===== src/rtl/prbs_ber_pkg.sv =====
package prbs_ber_pkg;
  localparam int LFSR_W = 31;

  typedef enum logic [1:0] {
    ST_IDLE = 2'd0,
    ST_RUN  = 2'd1,
    ST_DONE = 2'd3
  } ber_state_t;

  localparam logic [7:0] OP_START  = 8'h20;
  localparam logic [7:0] OP_STOP   = 8'h21;
  localparam logic [7:0] OP_INJECT = 8'h23;

  // next bit of x^31 + x^28 + 1; s[0] holds the newest bit
  function automatic logic prbs31_next(input logic [LFSR_W-1:0] s);
    return s[30] ^ s[27];
  endfunction
endpackage


===== src/rtl/prbs_gen.sv =====
module prbs_gen
  import prbs_ber_pkg::*;
#(
  parameter int INJ_W = 16,
  parameter int GAP   = 64
) (
  input  logic             clk,
  input  logic             rst_n,
  input  logic             reseed,
  input  logic             run,
  input  logic             adv,
  input  logic             trig,
  input  logic [INJ_W-1:0] trig_amount,
  output logic             bit_o,
  output logic             flip_o
);
  localparam int GAP_W = $clog2(GAP);
  localparam logic [GAP_W-1:0] GAP_RELOAD = GAP_W'(GAP - 1);

  logic [LFSR_W-1:0] lfsr;
  logic [INJ_W-1:0]  pending;
  logic [GAP_W-1:0]  gap;
  logic              fb;

  assign fb     = prbs31_next(lfsr);
  assign flip_o = run && (pending != '0) && (gap == '0);
  assign bit_o  = fb ^ flip_o;

  always_ff @(posedge clk) begin
    if (!rst_n || reseed) begin
      lfsr    <= '1;
      pending <= '0;
      gap     <= '0;
    end else begin
      if (adv) begin
        lfsr <= {lfsr[LFSR_W-2:0], fb};
        if (flip_o) gap <= GAP_RELOAD;
        else if (gap != '0) gap <= gap - 1'b1;
      end
      if (trig) pending <= trig_amount;
      else if (adv && flip_o) pending <= pending - 1'b1;
    end
  end
endmodule


===== src/rtl/prbs_chk.sv =====
module prbs_chk
  import prbs_ber_pkg::*;
(
  input  logic clk,
  input  logic rst_n,
  input  logic clear,
  input  logic rx_take,
  input  logic rx_bit,
  output logic locked,
  output logic err
);
  localparam logic [4:0] RUN_LEN = 5'(LFSR_W);

  logic [LFSR_W-1:0] hist;
  logic [4:0]        fill;
  logic [4:0]        good;
  logic              pred;
  logic              mism;

  assign pred = prbs31_next(hist);
  assign mism = rx_bit != pred;
  assign err  = rx_take && locked && mism;

  always_ff @(posedge clk) begin
    if (!rst_n || clear) begin
      hist   <= '0;
      fill   <= '0;
      good   <= '0;
      locked <= 1'b0;
    end else if (rx_take) begin
      // once locked, run on the own prediction so an error is not echoed
      hist <= {hist[LFSR_W-2:0], locked ? pred : rx_bit};
      if (fill != RUN_LEN) begin
        fill <= fill + 1'b1;
      end else if (!locked) begin
        if (mism) begin
          good <= '0;
        end else if (good == RUN_LEN - 1'b1) begin
          good   <= RUN_LEN;
          locked <= 1'b1;
        end else begin
          good <= good + 1'b1;
        end
      end
    end
  end
endmodule


===== src/rtl/ber_ctrl.sv =====
module ber_ctrl
  import prbs_ber_pkg::*;
#(
  parameter int CNT_W = 32
) (
  input  logic             clk,
  input  logic             rst_n,
  input  logic             cmd_valid,
  input  logic [7:0]       cmd_op,
  input  logic             arm,
  input  logic             err,
  output ber_state_t       state,
  output logic             start_p,
  output logic             inj_p,
  output logic             cnt_inc,
  output logic [CNT_W-1:0] cnt
);
  logic armed;
  logic cnt_en;
  logic stop_p;

  assign start_p = cmd_valid && (cmd_op == OP_START);
  assign stop_p  = cmd_valid && (cmd_op == OP_STOP) && (state == ST_RUN);
  assign inj_p   = cmd_valid && (cmd_op == OP_INJECT) && (state == ST_RUN);
  assign cnt_inc = (state == ST_RUN) && cnt_en && err;

  always_ff @(posedge clk) begin
    if (!rst_n) begin
      state  <= ST_IDLE;
      armed  <= 1'b0;
      cnt_en <= 1'b0;
      cnt    <= '0;
    end else begin
      if (arm) armed <= 1'b1;
      if (start_p) begin
        state  <= ST_RUN;
        cnt    <= '0;
        cnt_en <= armed;
        armed  <= 1'b0;
      end else if (stop_p) begin
        state <= ST_DONE;
      end else if (cnt_inc && (cnt != '1)) begin
        cnt <= cnt + 1'b1;
      end
    end
  end
endmodule


===== src/rtl/prbs_ber_tester.sv =====
module prbs_ber_tester
  import prbs_ber_pkg::*;
#(
  parameter int CNT_W = 32,
  parameter int INJ_W = 16,
  parameter int GAP   = 64
) (
  input  logic        clk,
  input  logic        rst_n,
  input  logic        cmd_valid,
  input  logic [7:0]  cmd_op,
  input  logic        arm_count,
  input  logic        inj_load,
  input  logic [15:0] inj_amount,
  output logic        tx_valid,
  input  logic        tx_ready,
  output logic        tx_bit,
  input  logic        rx_valid,
  output logic        rx_ready,
  input  logic        rx_bit,
  input  logic [1:0]  rd_sel,
  output logic [15:0] rd_data,
  output logic [1:0]  status
);
  ber_state_t       state;
  logic             start_p;
  logic             inj_p;
  logic             cnt_inc;
  logic [CNT_W-1:0] err_cnt;
  logic [INJ_W-1:0] inj_reg;
  logic             adv;
  logic             flip;
  logic             locked;
  logic             err;
  logic [31:0]      cnt_ext;

  always_ff @(posedge clk) begin
    if (!rst_n) inj_reg <= '0;
    else if (inj_load) inj_reg <= INJ_W'(inj_amount);
  end

  assign tx_valid = (state == ST_RUN);
  assign adv      = tx_valid && tx_ready;
  assign rx_ready = 1'b1;
  assign status   = state;

  ber_ctrl #(.CNT_W(CNT_W)) u_ctrl (
    .clk(clk), .rst_n(rst_n), .cmd_valid(cmd_valid), .cmd_op(cmd_op),
    .arm(arm_count), .err(err), .state(state), .start_p(start_p),
    .inj_p(inj_p), .cnt_inc(cnt_inc), .cnt(err_cnt)
  );

  prbs_gen #(.INJ_W(INJ_W), .GAP(GAP)) u_gen (
    .clk(clk), .rst_n(rst_n), .reseed(start_p), .run(tx_valid), .adv(adv),
    .trig(inj_p), .trig_amount(inj_reg), .bit_o(tx_bit), .flip_o(flip)
  );

  prbs_chk u_chk_rx (
    .clk(clk), .rst_n(rst_n), .clear(start_p), .rx_take(rx_valid && rx_ready),
    .rx_bit(rx_bit), .locked(locked), .err(err)
  );

  assign cnt_ext = 32'(err_cnt);

  always_comb begin
    case (rd_sel)
      2'd0:    rd_data = {4'h0, cnt_ext[11:0]};
      2'd1:    rd_data = cnt_ext[27:12];
      2'd2:    rd_data = {12'h000, cnt_ext[31:28]};
      default: rd_data = 16'h0000;
    endcase
  end
endmodule


===== config.mk =====
export PLATFORM = sky130hd
export DESIGN_NAME = prbs_ber_tester
export DESIGN_NICKNAME = d
export VERILOG_FILES = /design/src/rtl/prbs_ber_pkg.sv /design/src/rtl/prbs_gen.sv /design/src/rtl/prbs_chk.sv /design/src/rtl/ber_ctrl.sv /design/src/rtl/prbs_ber_tester.sv
export SDC_FILE = /design/constraint.sdc
export NUM_CORES = 1
export LEC_CHECK = 0
export BUFFER_PORTS_ARGS = -buffer_cell sky130_fd_sc_hd__buf_4
export CAP_MARGIN = 20
export CORE_MARGIN = 1
export CORE_UTILIZATION = 50
export CTS_BUF_LIST = sky130_fd_sc_hd__clkbuf_16
export DETAILED_ROUTE_END_ITERATION = 8
export GPL_TIMING_DRIVEN = 0
export PLACE_DENSITY = 0.76
export SYNTH_ARGS = -nofsm -noshare
export SYNTH_HDL_FRONTEND = slang
export SYNTH_HIERARCHICAL = 1
export SYNTH_SLANG_ARGS = --single-unit
export TNS_END_PERCENT = 30

===== constraint.sdc =====
create_clock -name clk -period 2.47 [get_ports clk]
set_input_delay 0.1235 -clock clk [delete_from_list [all_inputs] [get_ports clk]]
set_output_delay 0.1235 -clock clk [all_outputs]
set_load 0.05 [all_outputs]

==> results of run 1 <==
==> what timing repair did <==
action / 4_1_cts / 5_1_grt
hold buffers: 16 / 0
pin swaps: 2 / 0
buffers inserted: 2 / 0
hold endpoints to repair: 16 / 0
resized for setup: 4 / 9
cloned: 0 / 0
setup endpoints to repair: 7 / 19
==> kinds of logic (layout without fill, tap and decap cells) <==
kind of cell | after synthesis | in the layout | synth area share
AO/OA/AOI/OAI | 97 | 97 | 0.0924
AND/OR/NAND/NOR | 316 | 316 | 0.254
flip-flops | 147 | 147 | 0.425
XOR/XNOR | 32 | 32 | 0.0426
multiplexers | 89 | 89 | 0.129
other | 1 | 1 | 0.000541
adder cells (fa/ha/maj) | 7 | 7 | 0.0126
buffers and inverters | 55 | 155 | 0.0444
==> power by group <==
part | leakage [nW] | internal, mW | switching [mW]
Clock | 0.284 | 1.58 | 0.972
Sequential | 1.19 | 2.39 | 0.0122
Combinational | 1.66 | 0.118 | 0.116
==> metal layers <==
layer | part of all wire | wire length (um)
met5 | 0 | 0
met4 | 0.016 | 246
met3 | 0.055 | 835
met2 | 0.48 | 7330
met1 | 0.45 | 6800
==> path summary, 6_finish.rpt <==
path / from / endpoint / slack [ns] / cells past startpoint
worst max-delay path: u_chk_rx/hist[27] / u_ctrl/cnt[14] / 0.02 / 9
worst min-delay path: inj_amount[13] / inj_reg[13] / -0.00003 / 3
worst max register to register: u_chk_rx/hist[27] / u_ctrl/cnt[14] / 0.02 / 9
worst min register to register: u_chk_rx/hist[0] / u_chk_rx/hist[0] / 0.46 / 2
==> area by class of cell <==
class / count / area (sq um)
multi-input combinational: 542 / 3720
buffer: 43 / 265
fill: 1094 / 5060
timing repair buffer: 68 / 554
inverter: 12 / 45.0
clock inverter: 15 / 168
clock buffer: 17 / 425
tap: 176 / 220
sequential: 147 / 2940
==> through the flow <==
| stage | hold slack, ns | area [sq um] |
|---|---|---|
| 5_1_grt | 0.0329 | 8340 |
| 2_1_floorplan | 0.239 | 6940 |
| 3_3_place_gp | 0.359 | 7530 |
| 6_report | -0.0000260 | 8340 |
| 3_5_place_dp | 0.354 | 7530 |
| 4_1_cts | 0.00107 | 8320 |
==> worst max-delay path: stages (launching register included) <==
cell      delay (ns)
dfxtp_2         0.37
xnor3_2         0.38
nor2_4          0.14
and4b_1         0.23
nand2b_1        0.06
buf_4           0.17
or2_4           0.26
buf_6           0.13
or4_1           0.48
a21oi_1         0.15
==> placed cells by master (no fill, tap or decap), types with 20 or more instances in the layout <==
cell / count
nand3_1: 21
nor2b_1: 24
nor2_1: 80
dfxtp_1: 146
a21oi_1: 28
nand2_1: 63
clkbuf_1: 20
buf_4: 59
mux2i_1: 89
xnor2_1: 21
==> flow_summary.yaml, run 1 <==
run_status:
  status: "finished, violations left"
  violations: "negative hold slack"
clock_tree:
  cts_tree: "built"
  insertion_delay_ns: 0.42
  clkTransAtPathRegs_ns: 0.06
  clk_path_buf_depth: 2
  clock_sinks: 147
  htreeDepth: 4
  root_buffer: "clkbuf_16"
  cts_buffers: 17
sta:
  fin_setup_tns_ns: 0
  hold_violations: 1
  worst_slew_pin_slew_ns: 0.715
  finalCritPeriodShare: 0.991
  fin_ws_ns: 0.0222
  finalSetupViolCount: 0
  fin_skew_ns: 0.00675
  finalCriticalPeriod_ns: 2.45
  maxSlewViolCount: 0
  rsz0062_at_grt: "yes"
  fmax_mhz: 409
  slew-limit-headroom: 0.519
  holdWs_ns: -0.0000260
power:
  power_density_nw_per_um2: 622
  ir_drop_v: 0.000541
  power.leakage_nw: 3.14
  finalPower_mw: 5.19
synthesis:
  synth_warnings: 6
  synth_top_cell_area_share: 0.425
  yosys.area.top_type: "dfxtp_1"
  netlist_area_sq_um: 6930
  yosysMostFrequentCell: "dfxtp_1"
  synth_fp_nets: 785
  synth_edf_count: 0
  synth_seq_cells: 147
  synth_common_cells: "dfxtp_1, mux2i_1, nor2_1"
  ys_seq_area_frac: 0.425
  synthDistinctLibCells: 69
  synth_area_leaders: "dfxtp_1, mux2i_1, nor2_1, nand2_1, xnor2_1"
  syn_inst: 744
  async_reset_ff_frac: 0
  synth_top_flop_cell: "dfxtp_1"
  syn_avg_cell_area_sq_um: 9.32
placement:
  dp_slack_ns: -0.211
  gp_congestion: 0.883
  io_buffers: 50
  placed_cells: 970
  dp_hpwl_um: 10600
worst_setup_path:
  crit_path_start_kind: "register"
  cp-end-kind: "register"
  worstSetupPathType: "reg2reg"
  crit_arrival_ns: 2.80
  cp_max_fo: 10
  crit_required_ns: 2.82
final_layout:
  regMostFlops: "u_ctrl/cnt"
  num_antenna_cells: 0
  final_nets: 872
  syn_to_final_growth_pct: 20.3
  reg.largest.list: "u_ctrl/cnt: 32 flops, u_chk_rx/hist: 31 flops, u_gen/lfsr: 31 flops"
  largest_reg_flops: 32
  stdcell_count: 1020
  drive_gt1_frac: 0.164
  fin_util: 0.622
hold_path:
  hp-class: "in2reg"
global_route:
  antenna_found_initial: 0
  grt_pass1_vias: 5552
  use_met2: 0.376
  grt_usage: 0.222
  top_usage_layer: "met2"
  grt_max_degree: 17
  met3_usage: 0.0385
  grt_pass1_wl_um: 25500
  use_met1: 0.278
  overflow: 0
flow_run:
  cap_violations: 0
floorplan:
  die_h_um: 120
  start_util: 0.517
  dieArea_sq_um: 14300
  io-pin-count: 55
  die_width_um: 120
  core_area_sq_um: 13400
  num_rows: 42
routing:
  vias: 5733
  wl_per_cell_um: 14.9
  antenna_left: 0
  routed_wl_um: 15200
  firstDrtPassIters: 7
  drc_errors: 0
  via_per_inst: 5.62
  dr.first_iter.drc_count: 455
Note: power is estimated with default switching activity, not from simulation.
==> run 2, diff against run 1 <==
Settings changed: ABC_AREA set to 1.
==> flow_summary.yaml, run 2 <==
run_status:
  status: "finished, violations left"
  violations: "design-rule violations"
clock_tree:
  cts_setup_buffers: 0
  htreeDepth: 4
  clk_path_buf_depth: 2
  cts_tree: "built"
  cts_buffers: 17
  insertion_delay_ns: 0.43
  clock_sinks: 147
  clkTransAtPathRegs_ns: 0.06
  root_buffer: "clkbuf_16"
synthesis:
  syn_avg_cell_area_sq_um: 6.52
  synth_fp_nets: 1206
  syn_inst: 1165
  synth_warnings: 6
  netlist_area_sq_um: 7600
placement:
  io_buffers: 53
  gp_congestion: 0.995
  dp_hpwl_um: 12800
  dp_slack_ns: 0.0976
  placed_area_sq_um: 8240
global_route:
  overflow: 0
  grt_pass1_vias: 6774
  grt_usage: 0.238
  grt_pass1_wl_um: 30400
  antenna_found_initial: 0
  grt_max_degree: 17
floorplan:
  die_h_um: 125
  start_util: 0.517
  core_area_sq_um: 14700
  dieArea_sq_um: 15700
  io-pin-count: 55
  num_rows: 44
  die_width_um: 125
final_layout:
  final_nets: 1301
  reg.largest.list: "u_ctrl/cnt: 32 flops, u_chk_rx/hist: 31 flops, u_gen/lfsr: 31 flops"
  nFillCells: 1352
  drive_gt1_frac: 0.134
  syn_to_final_growth_pct: 19.6
  stdcell_area_sq_um: 9090
  final_common_cell: "nand2_1"
  largest_reg_flops: 32
  regMostFlops: "u_ctrl/cnt"
  final_cell_mix: "nand2_1, nor2_1, dfxtp_1"
  num_antenna_cells: 0
sta:
  worst_slew_pin_slew_ns: 0.545
  holdWs_ns: 0.0427
  finalCritPeriodShare: 0.932
  fmax_mhz: 434
  maxSlewViolCount: 0
  rsz0062_at_grt: "no"
  finalCriticalPeriod_ns: 2.30
  hold_violations: 0
  fin_setup_tns_ns: 0
  finalSetupViolCount: 0
  slew-limit-headroom: 0.636
  fin_skew_ns: 0.00883
  fin_ws_ns: 0.167
power:
  power_density_nw_per_um2: 584
  power.leakage_nw: 4.19
  ir_drop_v: 0.000735
  finalPower_mw: 5.31
worst_setup_path:
  cp-end-kind: "register"
  crit_arrival_ns: 2.62
  cp_max_fo: 10
  slowest_stage: "dfxtp_1"
  crit_required_ns: 2.78
  r2r_cells: 9
  cpPeakStageDelay_ns: 0.45
  crit_chain: "nand2_1 -> nor4_2 -> buf_2 -> clkinv_1 -> buf_2 -> nor2_1 -> a21oi_1 -> a21oi_1 -> nor2_1"
  worstSetupPathType: "reg2reg"
  crit_path_start_kind: "register"
routing:
  routed_wl_um: 18100
  vias: 7479
  wl_per_cell_um: 12.4
  antenna_left: 0
  via_per_inst: 5.13
  dr.first_iter.drc_count: 688
  firstDrtPassIters: 9
  drc_errors: 4
hold_path:
  hp-class: "in2reg"
  hold_depth: 3
flow_run:
  cap_violations: 0
-- run 2: layout make-up --
type	count	area, sq um	share of cell area
plain buffers	44	267	0.0293
repair buffers	76	623	0.0685
inverters	107	402	0.0442
well taps	184	230	0.0253
clock buffers	17	425	0.0468
flip-flops and latches	147	2940	0.324
multi-input cells	867	4020	0.442
clock inverters	15	184	0.0202
-- run 2: through the flow --
step / cells / util
6_report: 1457 / 0.618
5_1_grt: 1457 / 0.618
4_1_cts: 1457 / 0.617
3_5_place_dp: 1403 / 0.561
3_3_place_gp: 1402 / 0.560
2_1_floorplan: 1165 / -
-- run 2: worst paths after layout --
| check | startpoint | end | slack, ns |
|---|---|---|---|
| setup / recovery | u_ctrl/state[0] | u_gen/pending[6] | 0.17 |
| hold / removal | rx_bit | u_chk_rx/hist[0] | 0.04 |
| setup reg to reg | u_ctrl/state[0] | u_gen/pending[6] | 0.17 |
| hold reg to reg | u_chk_rx/hist[21] | u_chk_rx/hist[21] | 0.46 |
-- run 2: per-layer routing --
layer | vias to the layer above | share of wire | global-route usage
met5 | - | 0 | 0
met4 | 0 | 0.029 | 0.107
li1 | 3883 | - | -
met2 | 205 | 0.46 | 0.394
met3 | 43 | 0.058 | 0.0591
met1 | 3348 | 0.45 | 0.292
-- run 2: repair_timing --
action / in CTS / in global routing
hold endpoints to repair: 18 / 0
gates resized for setup: 0 / 5
hold buffers: 22 / 0
endpoints found under the setup margin: 0 / 21
-- run 2: report_power, final --
part / internal, mW / leakage, nW / switching, mW
combinational: 0.108 / 2.70 / 0.141
sequential: 2.40 / 1.19 / 0.0156
clock: 1.60 / 0.300 / 1.04
total: 4.11 / 4.19 / 1.20
-- run 2: worst max-delay path, delay by kind of cell (launching register included) --
| kind | cells | cell delay (ns) |
|---|---|---|
| compound gates | 2 | 0.17 |
| buf+inv | 3 | 0.76 |
| flops | 1 | 0.45 |
| simple gates | 4 | 0.80 |
